--- config.mk ---
export PLATFORM = sky130hd
export DESIGN_NAME = blk_xfer_seq
export DESIGN_NICKNAME = d
export VERILOG_FILES = /design/src/rtl/blk_xfer_pkg.sv /design/src/rtl/blk_xfer_dp.sv /design/src/rtl/blk_xfer_ctl.sv /design/src/rtl/blk_xfer_seq.sv
export SDC_FILE = /design/constraint.sdc
export NUM_CORES = 1
export LEC_CHECK = 0
export BUFFER_PORTS_ARGS = -buffer_cell sky130_fd_sc_hd__buf_2
export CELL_PAD_IN_SITES_DETAIL_PLACEMENT = 1
export CELL_PAD_IN_SITES_GLOBAL_PLACEMENT = 1
export CORE_MARGIN = 5
export CORE_UTILIZATION = 44
export CTS_CLUSTER_SIZE = 20
export DETAILED_ROUTE_END_ITERATION = 8
export GPL_TIMING_DRIVEN = 0
export HOLD_SLACK_MARGIN = 0.1
export PLACE_DENSITY = 0.95
export SLEW_MARGIN = 20
export SYNTH_ARGS = -nofsm -noshare
export SYNTH_HDL_FRONTEND = slang
export SYNTH_SLANG_ARGS = --single-unit
--- constraint.sdc ---
create_clock -name clk -period 12.7 [get_ports clk]
set_input_delay 0.635 -clock clk [delete_from_list [all_inputs] [get_ports clk]]
set_output_delay 0.635 -clock clk [all_outputs]
set_load 0.05 [all_outputs]
--- src/rtl/blk_xfer_pkg.sv ---
package blk_xfer_pkg;

  typedef enum logic [1:0] {
    ST_CLOSED = 2'd0,
    ST_ACTIVE = 2'd1,
    ST_TERM   = 2'd2,
    ST_ERROR  = 2'd3
  } winState_t;

  localparam logic [1:0] STAT_ACTIVE = 2'b00;
  localparam logic [1:0] STAT_DONE   = 2'b01;
  localparam logic [1:0] STAT_FORCED = 2'b10;
  localparam logic [1:0] STAT_FAULT  = 2'b11;

  // strobes from control to datapath
  typedef struct packed {
    logic load;     // capture open attributes
    logic advance;  // move one item
    logic wide;     // item is a double-byte
  } dpCtl_t;

endpackage

--- src/rtl/blk_xfer_dp.sv ---
module blk_xfer_dp
  import blk_xfer_pkg::*;
#(
  parameter int DISP_W = 16,
  parameter int CNT_W  = 16
) (
  input  logic              clk,
  input  logic              rst_n,
  input  dpCtl_t            ctl,
  input  logic [DISP_W-1:0] openBase,
  input  logic [CNT_W-1:0]  openCount,
  input  logic [DISP_W-1:0] openLimit,
  output logic              openOk,
  output logic              remZero,
  output logic              remOne,
  output logic              xferStrobe,
  output logic [DISP_W-1:0] xferDisp,
  output logic              xferWide
);

  localparam int SUM_W = ((DISP_W > CNT_W) ? DISP_W : CNT_W) + 1;

  logic [SUM_W-1:0]  lastByte;
  logic [DISP_W-1:0] dispQ;
  logic [CNT_W-1:0]  remQ;
  logic [1:0]        stepSz;

  // open-time bounds check on the refinement end
  assign lastByte = SUM_W'(openBase) + SUM_W'(openCount);
  assign openOk   = lastByte <= SUM_W'(openLimit);

  assign stepSz  = ctl.wide ? 2'd2 : 2'd1;
  assign remZero = (remQ == '0);
  assign remOne  = (remQ == CNT_W'(1));

  always_ff @(posedge clk) begin
    if (!rst_n) begin
      dispQ      <= '0;
      remQ       <= '0;
      xferStrobe <= 1'b0;
      xferDisp   <= '0;
      xferWide   <= 1'b0;
    end else begin
      xferStrobe <= ctl.advance;
      if (ctl.load) begin
        dispQ <= openBase;
        remQ  <= openCount;
      end else if (ctl.advance) begin
        dispQ    <= dispQ + DISP_W'(stepSz);
        remQ     <= remQ - CNT_W'(stepSz);
        xferDisp <= dispQ;
        xferWide <= ctl.wide;
      end
    end
  end

  // a double-byte may never be issued with a single byte left
  p_rem_guard_r5: assert property (@(posedge clk) disable iff (!rst_n)
    (ctl.advance && ctl.wide) |-> !remZero);

  // load and advance are never requested together
  p_load_adv_r3: assert property (@(posedge clk) disable iff (!rst_n)
    !(ctl.load && ctl.advance));

endmodule

--- src/rtl/blk_xfer_ctl.sv ---
module blk_xfer_ctl
  import blk_xfer_pkg::*;
(
  input  logic       clk,
  input  logic       rst_n,
  input  logic       openReq,
  input  logic       openWrite,
  input  logic       openOk,
  input  logic       refValid,
  input  logic       refWrite,
  input  logic       refWide,
  input  logic       forceTerm,
  input  logic [2:0] closeMsg,
  input  logic       closeReq,
  input  logic       remZero,
  input  logic       remOne,
  output dpCtl_t     dpc,
  output logic       refAck,
  output logic       refNak,
  output logic       irq,
  output logic [1:0] status,
  output logic       closeRefused,
  output logic       winOpen
);

  winState_t  state, stateN;
  logic [1:0] statusN;
  logic       dirQ;
  logic       ackN, nakN, irqN, crN;
  logic       terminate, lastItem, badRef;

  assign terminate = forceTerm || (|closeMsg);
  assign lastItem  = refWide ? remOne : remZero;
  assign badRef    = (refWrite != dirQ) || (refWide && remZero);

  always_comb begin
    stateN  = state;
    statusN = status;
    ackN    = 1'b0;
    nakN    = 1'b0;
    irqN    = 1'b0;
    crN     = 1'b0;
    dpc     = '0;
    unique case (state)
      ST_CLOSED: begin
        if (openReq) begin
          if (openOk) begin
            stateN   = ST_ACTIVE;
            statusN  = STAT_ACTIVE;
            dpc.load = 1'b1;
          end else begin
            statusN = STAT_FAULT;
            irqN    = 1'b1;
          end
        end
      end
      ST_ACTIVE: begin
        if (terminate) begin
          stateN  = ST_TERM;
          statusN = STAT_FORCED;
          irqN    = 1'b1;
          nakN    = refValid;
        end else if (refValid) begin
          if (badRef) begin
            nakN    = 1'b1;
            statusN = STAT_FAULT;
            irqN    = 1'b1;
            stateN  = ST_ERROR;
          end else begin
            ackN        = 1'b1;
            dpc.advance = 1'b1;
            dpc.wide    = refWide;
            if (lastItem) begin
              stateN  = ST_TERM;
              statusN = STAT_DONE;
              irqN    = 1'b1;
            end
          end
        end
        if (closeReq && !terminate) begin
          crN  = 1'b1;
          irqN = 1'b1;
        end
      end
      ST_TERM: begin
        if (closeReq) begin
          stateN = ST_CLOSED;
        end else if (refValid) begin
          nakN    = 1'b1;
          statusN = STAT_FAULT;
          irqN    = 1'b1;
          stateN  = ST_ERROR;
        end
      end
      ST_ERROR: begin
        if (closeReq) stateN = ST_CLOSED;
        else          nakN   = refValid;
      end
      default: stateN = ST_CLOSED;
    endcase
  end

  always_ff @(posedge clk) begin
    if (!rst_n) begin
      state        <= ST_CLOSED;
      status       <= STAT_ACTIVE;
      dirQ         <= 1'b0;
      refAck       <= 1'b0;
      refNak       <= 1'b0;
      irq          <= 1'b0;
      closeRefused <= 1'b0;
    end else begin
      state        <= stateN;
      status       <= statusN;
      refAck       <= ackN;
      refNak       <= nakN;
      irq          <= irqN;
      closeRefused <= crN;
      if (dpc.load) dirQ <= openWrite;
    end
  end

  assign winOpen = (state != ST_CLOSED);

  p_ack_nak_excl_r3: assert property (@(posedge clk) disable iff (!rst_n)
    !(refAck && refNak));

  p_closed_silent_r10: assert property (@(posedge clk) disable iff (!rst_n)
    (refValid && state == ST_CLOSED) |=> (!refAck && !refNak));

  p_err_nak_r7: assert property (@(posedge clk) disable iff (!rst_n)
    (refValid && state == ST_ERROR && !closeReq) |=> (refNak && !irq));

  p_refuse_keeps_r8: assert property (@(posedge clk) disable iff (!rst_n)
    closeRefused |-> winOpen);

  p_force_status_r6: assert property (@(posedge clk) disable iff (!rst_n)
    (state == ST_ACTIVE && forceTerm) |=> (status == STAT_FORCED && irq));

endmodule

--- src/rtl/blk_xfer_seq.sv ---
module blk_xfer_seq
  import blk_xfer_pkg::*;
#(
  parameter int DISP_W = 16,
  parameter int CNT_W  = 16
) (
  input  logic              clk,
  input  logic              rst_n,
  input  logic              openReq,
  input  logic [DISP_W-1:0] openBase,
  input  logic [CNT_W-1:0]  openCount,
  input  logic [DISP_W-1:0] openLimit,
  input  logic              openWrite,
  input  logic              refValid,
  input  logic              refWrite,
  input  logic              refWide,
  input  logic              forceTerm,
  input  logic [2:0]        closeMsg,
  input  logic              closeReq,
  output logic              refAck,
  output logic              refNak,
  output logic              xferStrobe,
  output logic [DISP_W-1:0] xferDisp,
  output logic              xferWide,
  output logic [1:0]        status,
  output logic              irq,
  output logic              closeRefused,
  output logic              winOpen
);

  dpCtl_t dpc;
  logic   openOk, remZero, remOne;

  blk_xfer_ctl ctl_i (
    .clk(clk), .rst_n(rst_n),
    .openReq(openReq), .openWrite(openWrite), .openOk(openOk),
    .refValid(refValid), .refWrite(refWrite), .refWide(refWide),
    .forceTerm(forceTerm), .closeMsg(closeMsg), .closeReq(closeReq),
    .remZero(remZero), .remOne(remOne),
    .dpc(dpc), .refAck(refAck), .refNak(refNak), .irq(irq),
    .status(status), .closeRefused(closeRefused), .winOpen(winOpen)
  );

  blk_xfer_dp #(.DISP_W(DISP_W), .CNT_W(CNT_W)) dp_i (
    .clk(clk), .rst_n(rst_n), .ctl(dpc),
    .openBase(openBase), .openCount(openCount), .openLimit(openLimit),
    .openOk(openOk), .remZero(remZero), .remOne(remOne),
    .xferStrobe(xferStrobe), .xferDisp(xferDisp), .xferWide(xferWide)
  );

  // a refused reference never moves data
  p_nak_nodata_r5: assert property (@(posedge clk) disable iff (!rst_n)
    refNak |-> !xferStrobe);

  // every data move is positively acknowledged
  p_strobe_ack_r3: assert property (@(posedge clk) disable iff (!rst_n)
    xferStrobe |-> refAck);

  // an interrupt always carries a visible cause
  p_irq_cause_r6: assert property (@(posedge clk) disable iff (!rst_n)
    irq |-> (status != STAT_ACTIVE || closeRefused));

endmodule

After elaboration in Yosys (flattened, before gate mapping). Index checks and enable logic that the tools add are counted.

Output and inout port bits: 25. Bits of input ports: 60. Bits in registers: 59. Word-level logic and storage cells: 97.

$add $sub $neg: 3. Reductions and logical operators: 16. Equality and inequality tests: 13. Bitwise logic cells: 4. Muxes and demuxes: 48. Magnitude comparators: 1.

Operators with widths (number): 16-bit two-way mux (4); 2-bit two-way mux (21); 1-bit two-way mux (19); 16-bit by 16-bit adder with 17-bit output (1); 17-bit by 16-bit less-or-equal comparator with 1-bit output (1); 16-bit by 2-bit adder with 16-bit output (1); 16-bit by 1-bit == test with 1-bit output (second input constant) (1); 16-bit zero test (1); 16-bit by 2-bit subtractor with 16-bit output (1); 6-bit AND reduction (2); 2-bit != test (second input constant) (4); 2-bit case mux with 4 select lines (1); 1-bit case mux with 3 select lines (2); 2-bit case mux with 3 select lines (1); 2-bit == test (second input constant) (2); 4-bit by 1-bit != test with 1-bit output (second input constant) (1); 1-bit inverter (4); 2-bit AND reduction (2); 2-bit nonzero test (2); 4-bit OR reduction (1); 3-bit by 2-bit != test with 1-bit output (second input constant) (1); 3-bit != test (second input constant) (1); 3-bit nonzero test (1); 3-bit OR reduction (1); other kinds (7) (9).

Depth between registers and ports, before layout.
Depth after elaboration: 11. Mapped depth: 20. Mapped depth without buffers: 18.

By module. Synthesis repeated with hierarchy kept, for this count alone.

Cells, all modules: 540. Area, all modules: 4269.1 um^2.

Modules (own cells, without submodules): blk_xfer_dp (times used 1, seq. area each 1001.0 um^2, cells an instance 466, area each 3627.2 um^2); blk_xfer_ctl (times used 1, seq. area each 180.2 um^2, cells an instance 74, area each 641.9 um^2).

Worst setup path after synthesis. Ideal clock, no wire load.

Path type: input -> register. From: input port openBase[4]. To: register ctl_i.dirQ. Setup time: 0.115 ns. Buffers on the path: 1. Cell stages on the path: 17. Path slack: 7.996 ns. Arrival: 4.589 ns. Data required time: 12.585 ns. Path through: ha_1 or4_1 o2bb2ai_1 o21ai_0 o41ai_1 o21bai_1 a21oi_1 xnor2_1 ha_1 nand4_1 or4_1 o21ai_0 o211ai_1 or3b_4 buf_6 mux2_1 and2_1.

Longest elaborated chain between the ends: 5.

Ends and longest elaborated chain: start: declaration (RTL line blk_xfer_seq.sv:10) `input logic [DISP_W-1:0] openBase,`; 16-bit by 16-bit adder with 17-bit output (RTL line blk_xfer_dp.sv:29) `assign lastByte = SUM_W'(openBase) + SUM_W'(openCount);`; 17-bit by 16-bit less-or-equal comparator with 1-bit output (RTL line blk_xfer_dp.sv:30) `assign openOk = lastByte <= SUM_W'(openLimit);`; 1-bit two-way mux (RTL line blk_xfer_ctl.sv:47) `if (openOk) begin`; 1-bit two-way mux (RTL line blk_xfer_ctl.sv:46) `if (openReq) begin`; 1-bit two-way mux (RTL line blk_xfer_ctl.sv:44) `unique case (state)`; end signal: assignment (RTL line blk_xfer_ctl.sv:119) `if (dpc.load) dirQ <= openWrite;`; end: declaration (RTL line blk_xfer_ctl.sv:28) `logic dirQ;`.

Every way passes these cells. A chain may end at the register's enable or synchronous reset.

Final worst setup path.
From: input port openBase[4]. To: register dp_i.dispQ[15].

Longest elaborated chain between the ends: 6. Elaborated cells on any way between the ends: 7. Those cells by class: add/sub (1); order compare (1); mux (4); reduce/logical (1).

Ends and longest elaborated chain: 16-bit by 16-bit adder with 17-bit output (*) (RTL line blk_xfer_dp.sv:29); 17-bit by 16-bit less-or-equal comparator with 1-bit output (*) (RTL line blk_xfer_dp.sv:30); 1-bit two-way mux (*) (RTL line blk_xfer_ctl.sv:47); 1-bit two-way mux (*) (RTL line blk_xfer_ctl.sv:46); 1-bit two-way mux (*) (RTL line blk_xfer_ctl.sv:44); 16-bit two-way mux or 2-bit nonzero test (tied branches); end signal: assignment (RTL line blk_xfer_dp.sv:46) `dispQ <= openBase;`; end signal: assignment (RTL line blk_xfer_dp.sv:49) `dispQ <= dispQ + DISP_W'(stepSz);`; end: declaration (RTL line blk_xfer_dp.sv:24) `logic [DISP_W-1:0] dispQ;`.

Every way passes the cells marked *; elsewhere a longest branch is shown, timed or not.

==> results.md <==
* Largest stage delay, worst path at about 550 ps
* Share of cells above drive strength 1 at between 10% and 20%
* Fill cells at 1155
* Vias in the first global route at around 4400
* Core ar. at between 9000 and 10000 µm²
* RSZ-0062 raised after global routing: false
* Min Tclk post-route at roughly 5200 ps
* Post-Route WL at between 10 and 15 mm
* DR DRC count at 0
* Syn avg cell area at approximately 8.3 µm²
* FF+latch area at roughly 1200 µm²
* Setup TNS at 0 ps
* Cells after synthesis at ~500
* FF-to-FF Start: dp_i.remQ[9]
* Post-Syn Nets at 599
* Leak at between 2 and 2.5 nW
* Die Width at between 100 and 150 µm
* Die area at around 11000 µm²
* PostCTS Resize Cnt at 0
* Yosys top cell area share at between 20 and 30%
* Worst-Margin Slew at slightly above 700 ps
* Fmax at around 0.19 GHz
* Synth async-reset ratio at 0%
* GP Congestion at 0.8674
* Final count of negative-setup-slack endpoints at 0
* Via count at approximately 4000
* H-Tree Level Count at 3
* Setup bufs post-CTS at 0
* Vias per cell at 5.788
* Post-synth EDFFs at 0
* Power Dens Cells at around 140 nW/µm²
* Synth top cells by count: dfxtp_1, nand2_1, ha_1
* Worst rel slew slack at approximately 52%
* Total track usage at 24.21%
* Fin nets at around 700
* Post-synthesis compound-gate area fraction at a little under a fifth
* Grt total ovfl at 0
* DR pass1 iterations at 4
* Boundary Pins at 85
* Critical Path AT at 5420 ps
* Final antenna-violating net count at 0
* Die Ht at around 110 µm
* Distinct cells, synth at 57
* Area growth syn-to-layout at 17.91%
* Status: finished, final reports clean
* Crit path capture type: flop
* Area of the multi-input gates at 2688 µm²
* Critical Path Start Type: input port
* Most frequent cell after synthesis: dfxtp_1
* # rows at 35
* CTS root buffer: clkbuf_8
* Hold crit path type: flop to flop
* Worst Min Path Start: ctl_i.status[0]
* Pin count of the biggest net entering global routing at 12
* CTS Hold Bufs at 0
* Main flop type after synthesis: dfxtp_1
* Crit-path max FO at 10
* #FFs+latches synth at roughly 60
* Design Area, Final at between 4000 and 5000 µm²
* Clk sinks at just under 60
* Synth area leader: dfxtp_1
* Final Skew at between 10 and 15 ps
* First-pass GRT wire length at 21.80 mm
* Slew Limit Fails at 0
* I/O Buffers at 83
* Area contributors post-synth: dfxtp_1, ha_1, nand2_1
* Warnings from Yosys at 0
* Mux cell area share after synthesis at between 4 and 5%
* Worst-path clk slew at 70 ps
* XOR/XNOR Fraction of Synth Area at 8.130%
* Initial antenna violation count at 0
* Num CTS Buffers at 9
* CTS Buffer Depth at 2
* Post-Place Cell Area at around 4600 µm²
* Drt wl/cell at 19.03 µm
* CTS tree: done
* Synth Area in Adders at 13.69%
* Antenna Cells at 0
* Largest family of logic cells by synthesized area: simple AND/OR/NAND/NOR gates
* Final hold viol count at 0
* Worst-path cell chain: buf_2 -> ha_1 -> or4_1 -> o2bb2ai_1 -> o21ai_0 -> o41ai_1 -> o21bai_1 -> a21oi_1 -> xnor2_1 -> ha_1 -> nand4_1 -> or4_1 -> o21ai_0 -> o211ai_1 -> or3b_4 -> buf_6 -> clkbuf_1 -> nor2_1 -> a211oi_1
* CP Class: input port to flop
* Max VDD drop at 0.07506 mV
* Max_cap viols at 0
* Simple-Gate Fraction of Synth Area at between 20% and 30%
* Critical path launch point: openBase[4]
* Final period util at 40.99%
* Iter 0 DRT Violations at approximately 250
* Critical Path RT at between 10000 and 15000 ps
* Worst skew pair latency at 360 ps
* CP max stage cell: or4_1
* Initial core utilization at about 45%
* DP HPWL at between 10 and 15 mm
* Syn Std Cell Area at approximately 4100 µm²
* Post-synthesis sequential area ratio at 28.85%
cell type report:
class | count | area share [%]
inverters | 34 | 2.644
multi-input cells | 385 | 55.68
clock inverters | 6 | 0.8554
plain buffers | 18 | 2.022
clock buffers | 10 | 2.851
flip-flops and latches | 59 | 24.47
well taps | 111 | 2.877
repair buffers | 83 | 8.605
metrics by stage:
| step | hold WS, ps | util [%] | total power, mW | instances | worst slack [ps] |
|---|---|---|---|---|---|
| after floorplan | 458.6 | - | 0.4201 | 496 | 7996 |
| after global placement | 437.9 | 50.79 | 0.4782 | 690 | 7276 |
| after detailed placement | 445.4 | 50.79 | 0.4964 | 690 | 7114 |
| after CTS | 455.7 | 52.74 | 0.6560 | 706 | 7468 |
| after global routing | 490.6 | 52.74 | 0.6975 | 706 | 7090 |
| final | 453.2 | 52.74 | 0.6587 | 706 | 7495 |
state kept, by name, indices dropped and copies added (netlist names):
| signal | cells |
|---|---|
| ctl_i.closeRefused | 1 |
| ctl_i.dirQ | 1 |
| ctl_i.irq | 1 |
| ctl_i.refAck | 1 |
| ctl_i.refNak | 1 |
| ctl_i.state | 2 |
| ctl_i.status | 2 |
| dp_i.dispQ | 16 |
| dp_i.remQ | 16 |
| dp_i.xferDisp | 16 |
| dp_i.xferStrobe | 1 |
| dp_i.xferWide | 1 |
cells by family after synthesis:
group	count (synthesis)
compound gates	116
mux	20
flops	59
fa+ha+maj	43
simple gates	168
xor+xnor	38
buf+inv	52
final timing paths:
kind,cells after the start,endpoint,slack (ps)
worst max register to register,12,dp_i.remQ[14],8150
worst min register to register,2,ctl_i.status[0],450
worst min-delay path,2,ctl_i.status[0],450
worst max-delay path,19,dp_i.dispQ[15],7490
power by group:
| part | internal, mW | switching [mW] | leakage, nW | total [mW] |
|---|---|---|---|---|
| logic | 0.0986 | 0.161 | 1.54 | 0.260 |
| registers | 0.213 | 0.0273 | 0.481 | 0.240 |
| clock network | 0.0755 | 0.0835 | 0.0843 | 0.159 |
cell usage in the layout (no fill, tap or decap), drive strengths merged, types with 22 or more instances in the layout:
| cell type | instances |
|---|---|
| a21oi | 30 |
| buf | 89 |
| clkbuf | 22 |
| dfxtp | 59 |
| ha | 40 |
| inv | 33 |
| nand2 | 54 |
| nor2 | 39 |
| o21ai | 26 |
critical path, delay by kind of cell:
family          cells  cell delay (ps)
buf+inv             3              530
fa+ha+maj           2              540
compound gates      8             1640
simple gates        5             1950
xor+xnor            1               90
per-layer routing:
layer / track usage [%] / part of all wire [%] / vias up
li1: - / - / 1944
met1: 28.42 / 41 / 1969
met2: 44.34 / 51 / 143
met3: 2.914 / 5.2 / 30
met4: 9.954 / 2.7 / 0
met5: 0 / 0 / -
No activity file was read; power rests on OpenSTA's default activity.
